## src/rtl/ret_stack_pkg.sv

```systemverilog
package ret_stack_pkg;
  typedef struct packed {
    logic doPush;
    logic doPop;
    logic doRestore;
  } rasStrobe_t;
endpackage

```

## src/rtl/ret_stack_ctrl.sv

```systemverilog
module ret_stack_ctrl
  import ret_stack_pkg::*;
#(
  parameter int DEPTH = 8,
  localparam int PTR_W = $clog2(DEPTH),
  localparam int CNT_W = $clog2(DEPTH + 1)
) (
  input  logic             clk,
  input  logic             rstN,
  input  logic             callValid,
  input  logic             retValid,
  input  logic             restoreValid,
  input  logic [PTR_W-1:0] restorePtr,
  input  logic [CNT_W-1:0] restoreCount,
  output rasStrobe_t       strobe,
  output logic [PTR_W-1:0] nextPtr,
  output logic [PTR_W-1:0] topPtr,
  output logic [CNT_W-1:0] count
);
  localparam logic [PTR_W-1:0] LAST_IDX = PTR_W'(DEPTH - 1);
  localparam logic [CNT_W-1:0] FULL_CNT = CNT_W'(DEPTH);

  logic [PTR_W-1:0] ptrUp;
  logic [PTR_W-1:0] ptrDown;
  logic [CNT_W-1:0] nextCount;
  logic             isEmpty;

  assign isEmpty = (count == '0);
  assign ptrUp   = (topPtr == LAST_IDX) ? '0 : topPtr + 1'b1;
  assign ptrDown = (topPtr == '0) ? LAST_IDX : topPtr - 1'b1;

  // Priority: restore, then push, then pop (pop ignored when empty)
  always_comb begin
    strobe.doRestore = restoreValid;
    strobe.doPush    = callValid && !restoreValid;
    strobe.doPop     = retValid && !callValid && !restoreValid && !isEmpty;
  end

  always_comb begin
    nextPtr   = topPtr;
    nextCount = count;
    if (strobe.doRestore) begin
      nextPtr   = restorePtr;
      nextCount = restoreCount;
    end else if (strobe.doPush) begin
      nextPtr   = ptrUp;
      nextCount = (count == FULL_CNT) ? FULL_CNT : count + 1'b1;
    end else if (strobe.doPop) begin
      nextPtr   = ptrDown;
      nextCount = count - 1'b1;
    end
  end

  always_ff @(posedge clk) begin
    if (!rstN) begin
      topPtr <= '0;
      count  <= '0;
    end else begin
      topPtr <= nextPtr;
      count  <= nextCount;
    end
  end
endmodule

```

## src/rtl/ret_stack_dp.sv

```systemverilog
module ret_stack_dp
  import ret_stack_pkg::*;
#(
  parameter int DEPTH = 8,
  parameter int AW    = 32,
  localparam int PTR_W = $clog2(DEPTH)
) (
  input  logic             clk,
  input  logic             rstN,
  input  rasStrobe_t       strobe,
  input  logic [PTR_W-1:0] nextPtr,
  input  logic [PTR_W-1:0] topPtr,
  input  logic [AW-1:0]    callPc,
  input  logic [AW-1:0]    restoreTop,
  output logic [AW-1:0]    topEntry
);
  localparam logic [AW-1:0] INSN_BYTES = AW'(4);

  logic [AW-1:0] slots [DEPTH];
  logic [AW-1:0] wrData;
  logic          wrEn;

  assign wrEn   = strobe.doPush || strobe.doRestore;
  assign wrData = strobe.doRestore ? restoreTop : callPc + INSN_BYTES;

  for (genvar i = 0; i < DEPTH; i++) begin : g_slot
    logic [AW-1:0] slotQ;
    always_ff @(posedge clk) begin
      if (!rstN) begin
        slotQ <= '0;
      end else if (wrEn && nextPtr == PTR_W'(i)) begin
        slotQ <= wrData;
      end
    end
    assign slots[i] = slotQ;
  end

  assign topEntry = slots[topPtr];
endmodule

```

## src/rtl/ret_stack.sv

```systemverilog
module ret_stack
  import ret_stack_pkg::*;
#(
  parameter int DEPTH = 8,
  parameter int AW    = 32,
  localparam int PTR_W = $clog2(DEPTH),
  localparam int CNT_W = $clog2(DEPTH + 1)
) (
  input  logic             clk,
  input  logic             rstN,
  input  logic             callValid,
  input  logic [AW-1:0]    callPc,
  input  logic             retValid,
  input  logic             restoreValid,
  input  logic [PTR_W-1:0] restorePtr,
  input  logic [CNT_W-1:0] restoreCount,
  input  logic [AW-1:0]    restoreTop,
  output logic             predValid,
  output logic [AW-1:0]    predTarget,
  output logic [PTR_W-1:0] snapPtr,
  output logic [CNT_W-1:0] snapCount
);
  rasStrobe_t       strobe;
  logic [PTR_W-1:0] nextPtr;
  logic [PTR_W-1:0] topPtr;
  logic [CNT_W-1:0] curCount;

  ret_stack_ctrl #(.DEPTH(DEPTH)) u_ctrl (
    .clk(clk), .rstN(rstN),
    .callValid(callValid), .retValid(retValid),
    .restoreValid(restoreValid), .restorePtr(restorePtr),
    .restoreCount(restoreCount),
    .strobe(strobe), .nextPtr(nextPtr), .topPtr(topPtr), .count(curCount)
  );

  ret_stack_dp #(.DEPTH(DEPTH), .AW(AW)) u_dp (
    .clk(clk), .rstN(rstN), .strobe(strobe), .nextPtr(nextPtr),
    .topPtr(topPtr), .callPc(callPc), .restoreTop(restoreTop),
    .topEntry(predTarget)
  );

  assign predValid = (curCount != '0);
  assign snapPtr   = topPtr;
  assign snapCount = curCount;
endmodule

```

## config.mk

```make
export PLATFORM = sky130hd
export DESIGN_NAME = ret_stack
export DESIGN_NICKNAME = d
export VERILOG_FILES = /design/src/rtl/ret_stack_pkg.sv /design/src/rtl/ret_stack_ctrl.sv /design/src/rtl/ret_stack_dp.sv /design/src/rtl/ret_stack.sv
export SDC_FILE = /design/constraint.sdc
export NUM_CORES = 1
export LEC_CHECK = 0
export BUFFER_PORTS_ARGS = -buffer_cell sky130_fd_sc_hd__buf_2
export CAP_MARGIN = 20
export CORE_MARGIN = 2
export CORE_UTILIZATION = 29
export CTS_CLUSTER_DIAMETER = 120
export DETAILED_ROUTE_END_ITERATION = 8
export SLEW_MARGIN = 0
export SYNTH_ARGS = -nofsm -noshare
export SYNTH_HDL_FRONTEND = slang
export SYNTH_SLANG_ARGS = --single-unit
export TNS_END_PERCENT = 1
```

## constraint.sdc

```tcl
create_clock -name clk -period 4.6 [get_ports clk]
set_clock_uncertainty 0.15 [all_clocks]
set_input_delay 0.23 -clock clk [delete_from_list [all_inputs] [get_ports clk]]
set_output_delay 0.23 -clock clk [all_outputs]
set_load 0.02 [all_outputs]
```

==> results of run 1 <==
-- cell usage after synthesis, drive strengths merged, types with 3 or more instances --
cell type	number	area, µm²
nand2	328	1230
dfxtp	263	5270
a21oi	145	726
o21ai	102	510
nand3	101	505
clkbuf	69	259
mux4	64	1440
nor2	52	195
buf	46	248
a211oi	34	260
mux2	33	372
nand2b	17	106
nand4	14	103
inv	13	48.8
o31ai	12	100
or2	12	75.1
a31oi	10	163
nor4	9	56.3
xor2	8	70.1
ha	7	87.6
or4	7	67.6
nor3	6	30.0
or3	6	42.5
xnor2	5	43.8
a211o	4	35.0
and4	4	35.0
mux2i	4	40.0
o211ai	4	30.0
a221oi	3	26.3
a22o	3	26.3
and2	3	18.8
nor2b	3	18.8
-- sequential cells by signal, summed over array words and instances, names as in the netlist --
| signal | cells |
|---|---|
| u_ctrl.count | 4 |
| u_ctrl.topPtr | 3 |
| u_dp.g_slot.slotQ | 256 |
-- cell families (layout without fill, tap and decap cells) --
kind of cell	Yosys count	in the layout	synth area share
buffers and inverters	129	208	0.0452
AO/OA/AOI/OAI	327	327	0.160
flip-flops	263	263	0.425
XOR/XNOR	13	13	0.00920
adder cells (fa/ha/maj)	7	7	0.00707
multiplexers	101	101	0.150
AND/OR/NAND/NOR	567	567	0.204
-- final timing paths --
check                                start                        to  slack (ns)  cells past startpoint
hold reg to reg   u_dp.g_slot[7].slotQ[19]  u_dp.g_slot[7].slotQ[19]        0.30                      2
hold / removal                        rstN   u_dp.g_slot[6].slotQ[5]        0.03                      3
setup / recovery          u_ctrl.topPtr[0]            predTarget[16]        0.93                      5
setup reg to reg           u_ctrl.count[0]   u_dp.g_slot[5].slotQ[0]        1.03                      9
-- final cells by class --
| cell class | instances | area [µm²] |
|---|---|---|
| fillers | 4313 | 27700 |
| flip-flops and latches | 263 | 5270 |
| repair buffers | 146 | 828 |
| clock buffers | 34 | 742 |
| multi-input cells | 1015 | 6570 |
| inverters | 14 | 55.1 |
| clock inverters | 14 | 184 |
| well taps | 539 | 674 |
-- layout by cell type (no fill, tap or decap), types with 6 or more instances in the layout --
cell type                       instances
sky130_fd_sc_hd__a211oi_1              33
sky130_fd_sc_hd__a21oi_1              145
sky130_fd_sc_hd__buf_2                114
sky130_fd_sc_hd__buf_4                 25
sky130_fd_sc_hd__clkbuf_16             27
sky130_fd_sc_hd__clkinv_2               6
sky130_fd_sc_hd__dfxtp_1              260
sky130_fd_sc_hd__dlygate4sd3_1          7
sky130_fd_sc_hd__ha_1                   7
sky130_fd_sc_hd__inv_1                 13
sky130_fd_sc_hd__mux2_2                33
sky130_fd_sc_hd__mux4_2                64
sky130_fd_sc_hd__nand2_1              328
sky130_fd_sc_hd__nand2b_1              17
sky130_fd_sc_hd__nand3_1              101
sky130_fd_sc_hd__nand4_1               13
sky130_fd_sc_hd__nor2_1                50
sky130_fd_sc_hd__nor4_1                 9
sky130_fd_sc_hd__o21ai_0               85
sky130_fd_sc_hd__o21ai_1               17
sky130_fd_sc_hd__o31ai_1               10
sky130_fd_sc_hd__or2_2                 11
sky130_fd_sc_hd__xor2_1                 8
-- tightest hold or removal path, stage by stage --
cell,delay [ns]
sky130_fd_sc_hd__buf_4,0.27
sky130_fd_sc_hd__nand2_1,0.12
sky130_fd_sc_hd__o21ai_0,0.06
-- metal layers --
metal	share of wire	vias up	routed length, µm	global-route usage
li1	-	5100	-	-
met1	0.44	5136	16800	0.224
met2	0.48	348	18200	0.290
met3	0.055	56	2110	0.0201
met4	0.023	0	887	0.0551
met5	0	-	0	0
-- through the flow --
step	setup WS, ns	cell area (µm²)	utilization
floorplan	0.900	12400	-
global placement	1.18	13300	0.317
detailed placement	1.07	13300	0.317
CTS	0.856	14300	0.341
global route	0.765	14300	0.341
finish	0.933	14300	0.341
-- where the power goes --
part / total, µW / switching [µW] / internal, µW
Sequential: 2450 / 64.1 / 2390
Combinational: 771 / 501 / 270
Clock: 2310 / 940 / 1370
Total: 5530 / 1510 / 4020
-- timing repair --
item / 4_1_cts / 5_1_grt
hold buffers: 7 / 0
endpoints found under the hold margin: 5 / 0
gates resized for setup: 0 / 0
endpoints found under the setup margin: 0 / 0
==> metrics.log, run 1 <==
INFO  metric start_util = 0.295
INFO  metric nets = 1,550
INFO  metric routed_wire_length_per_instance = 18.8 µm
INFO  metric final_report_max_slew_violation_count = 0
INFO  metric maxSlewHeadroom = 0.222
INFO  metric yosys_warnings = 0
INFO  metric crit_buf_inv = 3
INFO  metric largest_net_degree_at_the_start_of_global_routing = 97
INFO  metric cp_common_cell = sky130_fd_sc_hd__buf_4
INFO  metric die_width = 211 µm
INFO  metric critPathKind = flip-flop to primary output
INFO  metric required_time_reported_for_the_critical_path_endpoint = 4.22 ns
INFO  metric fin_hold_ws = 0.0299 ns
INFO  metric cpPeakStageDelay = 0.70 ns
INFO  metric vias_per_cell = 5.25
INFO  metric ir_worst_vdd = 0.273 mV
INFO  metric tritoncts.num_buffers = 27
INFO  metric clk_root_buffer_cell = sky130_fd_sc_hd__clkbuf_16
INFO  metric fmax = 0.273 GHz
INFO  metric final.min_clock_period = 3.67 ns
INFO  metric gate_count_after_technology_mapping = 1,407
INFO  metric dpl.hpwl = 24.3 mm
INFO  metric drc = 0
INFO  metric num_vias = 10,600
INFO  metric run_status = finished clean
INFO  metric timing.hold.worst.class = input pin to flip-flop
INFO  metric post_cts.repair.setup_buffers = 0
INFO  metric highest_net_fanout_along_the_worst_path = 37
INFO  metric wl_final = 38.0 mm
INFO  metric setup-violations-final = 0
INFO  metric synth_area = 12,400 µm²
INFO  metric drt-initial-drc-count = 846
INFO  metric yosys.cell_types.count = 57
INFO  metric grt_setup_unrepaired = false
INFO  metric cts.path.max_buffers = 3
INFO  metric grt_first_pass_wirelength = 59.8 mm
INFO  metric timing.critical_path.from_type = flip-flop
INFO  metric clock_sink_count = 263
INFO  metric yosys_register_bits = 263
INFO  metric cp_top_family = buffers and inverters
INFO  metric placedCellCount = 1,970
INFO  metric globalplace.congestion = 0.827
INFO  metric avgSynthCellArea = 8.80 µm²
INFO  metric path_clk_slew = 0.06 ns
INFO  metric synth_to_layout_area_growth = 15.7%
INFO  metric cp_slowest_cell = sky130_fd_sc_hd__buf_4
INFO  metric final_layout_size_suffix_gt1_frac = 0.216
INFO  metric first_pass_iters = 5
INFO  metric cts-htree-levels = 1
INFO  metric final_cells = 2,025
INFO  metric timing.max_cap.violations = 0
INFO  metric synth_sequential_area_ratio = 0.425
INFO  metric ioPinCount = 116
INFO  metric crit_path_cell_trace = buf_4 -> buf_4 -> mux4_2 -> mux2_2 -> buf_2
INFO  metric diodes_inserted = 0
INFO  metric grt-ovfl-total = 0
INFO  metric grt_antenna_before_repair = 0
INFO  metric portBuffers = 115
INFO  metric setup_total_negative_slack = 0 ns
INFO  metric syn_nets = 1,490
INFO  metric synthArstFlopShare = 0
INFO  metric dominantRegCellSynth = sky130_fd_sc_hd__dfxtp_1
INFO  metric post_route_clock_period_utilization = 0.797
INFO  metric die-area = 44,400 µm²
INFO  metric total_power_after_layout = 5530 µW
INFO  metric timing.critical_path.to_type = primary output
INFO  metric final-hold-violation-count = 0
INFO  metric worstSkewPairLatency = 0.56 ns
INFO  metric core = 42,000 µm²
INFO  metric grt_util_all_layers = 0.170
INFO  metric floorplan.rows = 75
INFO  metric synth_edf_count = 0
INFO  metric power_density_relative_to_cell_area = 386 nW/µm²
INFO  metric worst_ep_arrival_time = 3.29 ns
INFO  metric power_leakage = 0.00498 µW
INFO  metric worst_pin_slew = 1.17 ns
INFO  metric antenna_left = 0
INFO  metric tritoncts_clock_tree = done
INFO  metric grt_pass1_vias = 10,400
INFO  metric dieHeight = 211 µm
No activity file was read; power rests on OpenSTA's default activity.
==> run 2, diff against run 1 <==
--- a/config.mk
+++ b/config.mk
@@ -5,6 +5,7 @@
 export SDC_FILE = /design/constraint.sdc
 export NUM_CORES = 1
 export LEC_CHECK = 0
+export ABC_AREA = 1
 export BUFFER_PORTS_ARGS = -buffer_cell sky130_fd_sc_hd__buf_2
 export CAP_MARGIN = 20
 export CORE_MARGIN = 2
==> constraint.sdc (replaced) <==
create_clock -name clk -period 2.9 [get_ports clk]
set_clock_uncertainty 0.15 [all_clocks]
set_input_delay 0.145 -clock clk [delete_from_list [all_inputs] [get_ports clk]]
set_output_delay 0.145 -clock clk [all_outputs]
set_load 0.02 [all_outputs]
==> metrics.log, run 2 <==
INFO  metric avgSynthCellArea = 6.01 µm²
INFO  metric num_vias = 14,000
INFO  metric dpl.hpwl = 26.5 mm
INFO  metric first_pass_iters = 8
INFO  metric timing.hold.worst.class = input pin to flip-flop
INFO  metric die-area = 50,800 µm²
INFO  metric tritoncts_clock_tree = done
INFO  metric worst_ep_arrival_time = 2.45 ns
INFO  metric final-hold-violation-count = 0
INFO  metric synthAdderAreaFrac = 0.00617
INFO  metric drc = 0
INFO  metric dieHeight = 225 µm
INFO  metric timing.critical_path.from_type = flip-flop
INFO  metric synth_common_cells = 656 x sky130_fd_sc_hd__nand2_1, 505 x sky130_fd_sc_hd__nor2_1, 280 x sky130_fd_sc_hd__inv_1
INFO  metric grt_util_all_layers = 0.169
INFO  metric combinational_family_with_the_most_area_after_synthesis = simple AND/OR/NAND/NOR gates
INFO  metric syn_nets = 2,446
INFO  metric die_width = 225 µm
INFO  metric fin_hold_ws = 0.00574 ns
INFO  metric most_common_cell_after_layout_fill_and_taps_aside = sky130_fd_sc_hd__nand2_1
INFO  metric grt_first_pass_wirelength = 69.1 mm
INFO  metric yosys_register_bits = 263
INFO  metric gate_count_after_technology_mapping = 2,363
INFO  metric fmax = 0.364 GHz
INFO  metric post_route_clock_period_utilization = 0.946
INFO  metric timing.critical_path.to_type = primary output
INFO  metric final_report_max_slew_violation_count = 0
INFO  metric total_power_after_layout = 9670 µW
INFO  metric required_time_reported_for_the_critical_path_endpoint = 2.61 ns
INFO  metric netlist.area_leader.share = 0.371
INFO  metric ir_worst_vdd = 0.384 mV
INFO  metric cpPeakStageDelay = 0.51 ns
INFO  metric synth_xor_area_frac = 0.00493
INFO  metric synth.area.mux_share = 0
INFO  metric yosys_warnings = 0
INFO  metric yosys.cell_types.count = 35
INFO  metric clock_sink_count = 263
INFO  metric cts-htree-levels = 1
INFO  metric setup-violations-final = 0
INFO  metric portBuffers = 115
INFO  metric cp_slowest_cell = sky130_fd_sc_hd__dfxtp_4
INFO  metric crit_buf_inv = 3
INFO  metric power_leakage = 0.00802 µW
INFO  metric post-route-cell-area = 16,500 µm²
INFO  metric antenna_left = 0
INFO  metric synthArstFlopShare = 0
INFO  metric timing.max_cap.violations = 0
INFO  metric clk_root_buffer_cell = sky130_fd_sc_hd__clkbuf_16
INFO  metric core = 48,600 µm²
INFO  metric final_cells = 3,065
INFO  metric synth_sequential_area_ratio = 0.371
INFO  metric wl_final = 44.2 mm
INFO  metric grt_pass1_vias = 12,600
INFO  metric synthSimpleGateAreaFrac = 0.358
INFO  metric cts.path.max_buffers = 3
INFO  metric synth_area_leader_cell = sky130_fd_sc_hd__dfxtp_1
INFO  metric worstSkewPairLatency = 0.55 ns
INFO  metric vias_per_cell = 4.57
INFO  metric cp_top_family = buffers and inverters
INFO  metric placedCellCount = 2,993
INFO  metric critPathKind = flip-flop to primary output
INFO  metric grt_setup_unrepaired = true
INFO  metric nets = 2,503
INFO  metric crit_path_cell_trace = clkinv_2 -> buf_12 -> a21oi_1 -> o21ai_0 -> nand2_1 -> nor2_1 -> a31oi_2 -> buf_2
INFO  metric synth_edf_count = 0
INFO  metric synth_compound_gate_area_share = 0.139
INFO  metric dominantRegCellSynth = sky130_fd_sc_hd__dfxtp_1
INFO  metric maxSlewHeadroom = 0.297
INFO  metric regMostFlops = u_dp.g_slot.slotQ
INFO  metric synth_to_layout_area_growth = 16.3%
INFO  metric post_cts.repair.setup_buffers = 0
INFO  metric commonest_non_fill_non_tap_cells_in_the_layout = 654 x sky130_fd_sc_hd__nand2_1, 503 x sky130_fd_sc_hd__nor2_1, 279 x sky130_fd_sc_hd__inv_1, 261 x sky130_fd_sc_hd__dfxtp_1, 149 x sky130_fd_sc_hd__a21oi_1
INFO  metric worst_pin_slew = 1.04 ns
INFO  metric largest_net_degree_at_the_start_of_global_routing = 163
INFO  metric globalplace.congestion = 0.829
INFO  metric highest_net_fanout_along_the_worst_path = 103
INFO  metric final.min_clock_period = 2.74 ns
INFO  metric yosys.cell_count.top_type = sky130_fd_sc_hd__nand2_1
INFO  metric run_status = finished clean
INFO  metric ioPinCount = 116
INFO  metric floorplan.rows = 81
INFO  metric largest_register_ffs = 256
INFO  metric power_density_relative_to_cell_area = 585 nW/µm²
INFO  metric path_clk_slew = 0.07 ns
INFO  metric tritoncts.num_buffers = 28
INFO  metric top_regs = u_dp.g_slot.slotQ (256), u_ctrl.count (4), u_ctrl.topPtr (3)
INFO  metric dpl_cell_area = 15,400 µm²
INFO  metric grt-ovfl-total = 0
INFO  metric final_layout_size_suffix_gt1_frac = 0.0995
INFO  metric drt-initial-drc-count = 1,119
INFO  metric start_util = 0.292
INFO  metric grt_antenna_before_repair = 0
INFO  metric ys_top_cells_by_area = sky130_fd_sc_hd__dfxtp_1 37%, sky130_fd_sc_hd__nand2_1 17%, sky130_fd_sc_hd__nor2_1 13%
INFO  metric routed_wire_length_per_instance = 14.4 µm
INFO  metric synth_area = 14,200 µm²
-- run 2: power by group --
part           switching (µW)  internal, µW  total [µW]  leakage [µW]
registers                 107          3880        3990       0.00215
logic                    1470           675        2140       0.00542
clock network            1520          2010        3530      0.000445
total                    3100          6570        9670       0.00802
-- run 2: layer usage --
layer / GRT usage / routed length (µm) / vias up
li1: - / - / 7404
met1: 0.236 / 21200 / 6236
met2: 0.282 / 20200 / 336
met3: 0.0158 / 2250 / 38
met4: 0.0352 / 579 / 0
met5: 0 / 0 / -
-- run 2: timing repair --
action	4_1_cts	5_1_grt
hold buffers	17	0
endpoints found under the setup margin	1	7
hold endpoints to repair	46	0
gates cloned	0	2
resized for setup	1	7
-- run 2: area by class of cell --
cell class | instances | area, µm²
Antenna cell | 1 | 2.50
Inverter | 294 | 1100
Clock buffer | 44 | 852
Clock inverter | 8 | 43.8
Multi-Input combinational cell | 1664 | 7250
Sequential cell | 263 | 5270
Fill cell | 5393 | 32100
Timing Repair Buffer | 169 | 1220
Tap cell | 622 | 778
-- run 2: tightest hold or removal path, stage by stage --
cell and delay (ns):
sky130_fd_sc_hd__buf_2 0.08, sky130_fd_sc_hd__nand2_1 0.05, sky130_fd_sc_hd__nand2_1 0.26, sky130_fd_sc_hd__nor2_1 0.07, sky130_fd_sc_hd__nor2_1 0.08
-- run 2: final timing paths --
path                                 from                  endpoint  slack, ns  depth (start not counted)
setup reg to reg         u_ctrl.topPtr[0]   u_dp.g_slot[1].slotQ[1]       0.16                         12
hold / removal             restoreTop[30]  u_dp.g_slot[2].slotQ[30]      0.006                          5
hold reg to reg   u_dp.g_slot[0].slotQ[1]   u_dp.g_slot[0].slotQ[1]       0.32                          2
setup / recovery         u_ctrl.topPtr[0]             predTarget[5]       0.16                          8
-- run 2: stage by stage --
| stage | worst slack [ns] | setup TNS, ns | utilization |
|---|---|---|---|
| 6_report | 0.156 | 0 | 0.340 |
| 5_1_grt | -0.0319 | -0.0319 | 0.339 |
| 4_1_cts | 0.0312 | 0 | 0.338 |
| 3_5_place_dp | 0.279 | 0 | 0.316 |
| 3_3_place_gp | 0.354 | 0 | 0.316 |
| 2_1_floorplan | 0.0246 | 0 | - |
-- run 2: logic make-up (layout without fill, tap and decap cells) --
kind of cell / Yosys count / after routing
buffers and inverters: 436 / 515
AND/OR/NAND/NOR: 1288 / 1288
XOR/XNOR: 8 / 8
AO/OA/AOI/OAI: 361 / 361
flip-flops: 263 / 263
other: 0 / 1
adder cells (fa/ha/maj): 7 / 7
==> run 3, diff against run 2 <==
--- a/config.mk
+++ b/config.mk
@@ -5,7 +5,6 @@
 export SDC_FILE = /design/constraint.sdc
 export NUM_CORES = 1
 export LEC_CHECK = 0
-export ABC_AREA = 1
 export BUFFER_PORTS_ARGS = -buffer_cell sky130_fd_sc_hd__buf_2
 export CAP_MARGIN = 20
 export CORE_MARGIN = 2
==> metrics.log, run 3 (same netlist as run 1, synthesis figures left out) <==
INFO  metric rr_startpoint = u_ctrl.count[0]
INFO  metric critPathKind = flip-flop to primary output
INFO  metric power_density_relative_to_cell_area = 583 nW/µm²
INFO  metric final_layout_size_suffix_gt1_frac = 0.239
INFO  metric timing.max_cap.violations = 0
INFO  metric drc = 0
INFO  metric floorplan.rows = 75
INFO  metric final_cells = 2,084
INFO  metric drt-initial-drc-count = 951
INFO  metric start_util = 0.295
INFO  metric cpPeakStageDelay = 0.59 ns
INFO  metric grt_setup_unrepaired = false
INFO  metric worst_ep_arrival_time = 2.50 ns
INFO  metric nets = 1,606
INFO  metric dpl.hpwl = 25.0 mm
INFO  metric fmax = 0.358 GHz
INFO  metric post_route_clock_period_utilization = 0.963
INFO  metric timing.critical_path.to_type = primary output
INFO  metric routed_wire_length_per_instance = 18.3 µm
INFO  metric run_status = finished clean
INFO  metric timing.critical_path.from = u_ctrl.topPtr[0]
INFO  metric final.min_clock_period = 2.79 ns
INFO  metric final-hold-violation-count = 0
INFO  metric setup_total_negative_slack = 0 ns
INFO  metric core = 42,000 µm²
INFO  metric die-area = 44,400 µm²
INFO  metric tritoncts_clock_tree = done
INFO  metric portBuffers = 115
INFO  metric hold_start = restoreTop[23]
INFO  metric total_power_after_layout = 8720 µW
INFO  metric ir_worst_vdd = 0.322 mV
INFO  metric synth_to_layout_area_growth = 20.9%
INFO  metric power_leakage = 0.00533 µW
INFO  metric cts-htree-levels = 1
INFO  metric antenna_left = 0
INFO  metric worst_setup_margin = 0.106 ns
INFO  metric grt_util_all_layers = 0.168
INFO  metric highest_net_fanout_along_the_worst_path = 64
INFO  metric timing.hold.worst.class = input pin to flip-flop
INFO  metric placedCellCount = 2,009
INFO  metric worst_pin_slew = 0.926 ns
INFO  metric reg2reg_slack = 0.16 ns
INFO  metric regMostFlops = u_dp.g_slot.slotQ
INFO  metric largest_net_degree_at_the_start_of_global_routing = 65
INFO  metric crit_path_cell_trace = buf_16 -> mux4_2 -> mux2_2 -> buf_2
INFO  metric die_width = 211 µm
INFO  metric grt_antenna_before_repair = 2
INFO  metric clk_root_buffer_cell = sky130_fd_sc_hd__clkbuf_16
INFO  metric largest_register_ffs = 256
INFO  metric cts.path.max_buffers = 3
INFO  metric worstSkewPairLatency = 0.54 ns
INFO  metric cp_slowest_cell = sky130_fd_sc_hd__mux4_2
INFO  metric most_common_cell_after_layout_fill_and_taps_aside = sky130_fd_sc_hd__nand2_1
INFO  metric dieHeight = 211 µm
INFO  metric globalplace.congestion = 0.792
INFO  metric vias_per_cell = 5.22
INFO  metric maxSlewHeadroom = 0.378
INFO  metric final_report_max_slew_violation_count = 0
INFO  metric wl_final = 38.2 mm
INFO  metric ioPinCount = 116
INFO  metric tritoncts.num_buffers = 28
INFO  metric first_pass_iters = 5
INFO  metric timing.critical_path.from_type = flip-flop
INFO  metric path_clk_slew = 0.06 ns
INFO  metric diodes_inserted = 0
INFO  metric grt-ovfl-total = 0
INFO  metric required_time_reported_for_the_critical_path_endpoint = 2.61 ns
INFO  metric grt_first_pass_wirelength = 59.3 mm
INFO  metric grt_pass1_vias = 10,500
INFO  metric clock_sink_count = 263
INFO  metric setup-violations-final = 0
INFO  metric commonest_non_fill_non_tap_cells_in_the_layout = 328 x sky130_fd_sc_hd__nand2_1, 260 x sky130_fd_sc_hd__dfxtp_1, 145 x sky130_fd_sc_hd__a21oi_1, 114 x sky130_fd_sc_hd__buf_2, 101 x sky130_fd_sc_hd__nand3_1
INFO  metric num_vias = 10,900
INFO  metric worst_setup_slack_post_dpl = 0.0909 ns
INFO  metric top_regs = u_dp.g_slot.slotQ (256), u_ctrl.count (4), u_ctrl.topPtr (3)
==> run 3: area by class of cell <==
class	count	area, µm²
fill	4270	27100
timing repair buffer	201	1480
clock inverter	17	110
tap	539	674
inverter	14	55.1
multi-input combinational	1015	6590
clock buffer	35	788
sequential	263	5270
==> run 3: power breakdown <==
part / internal, µW / leakage, µW / switching [µW]
logic: 522 / 0.00272 / 828
registers: 3790 / 0.00214 / 89.7
clock network: 2010 / 0.000465 / 1490
==> run 3: worst max-delay path, delay by kind of cell, from the launching register on <==
family                 cells  cell delay, ns
DFF                        1            0.41
muxes                      2            0.93
buffers and inverters      2            0.60
==> run 3: routing by layer <==
metal  vias to the layer above  wire length, µm  track usage
met3                        63             1990       0.0211
li1                       5228                -            -
met2                       307            18000        0.273
met5                         -               13            0
met1                      5279            17100        0.234
met4                         2             1060       0.0520
==> run 3: per-stage QoR <==
stage / utilization / hold WS (ns) / area [µm²]
after floorplan: - / 0.140 / 12400
after global placement: 0.328 / 0.236 / 13800
after detailed placement: 0.328 / 0.239 / 13800
after CTS: 0.355 / 0.00471 / 14900
after global routing: 0.356 / 0.0446 / 15000
final: 0.356 / 0.0181 / 15000
==> run 3: final timing paths <==
check	endpoint	depth (start not counted)
worst max-delay path	predTarget[28]	4
worst min register to register	u_dp.g_slot[0].slotQ[22]	2
worst max register to register	u_dp.g_slot[5].slotQ[0]	10
worst min-delay path	u_dp.g_slot[5].slotQ[23]	5
==> run 3: timing repair <==
| action | 4_1_cts | 5_1_grt |
|---|---|---|
| hold buffers | 21 | 0 |
| hold endpoints to repair | 57 | 0 |
| setup endpoints to repair | 0 | 37 |
| buffers inserted | 0 | 1 |
| gates resized for setup | 0 | 5 |
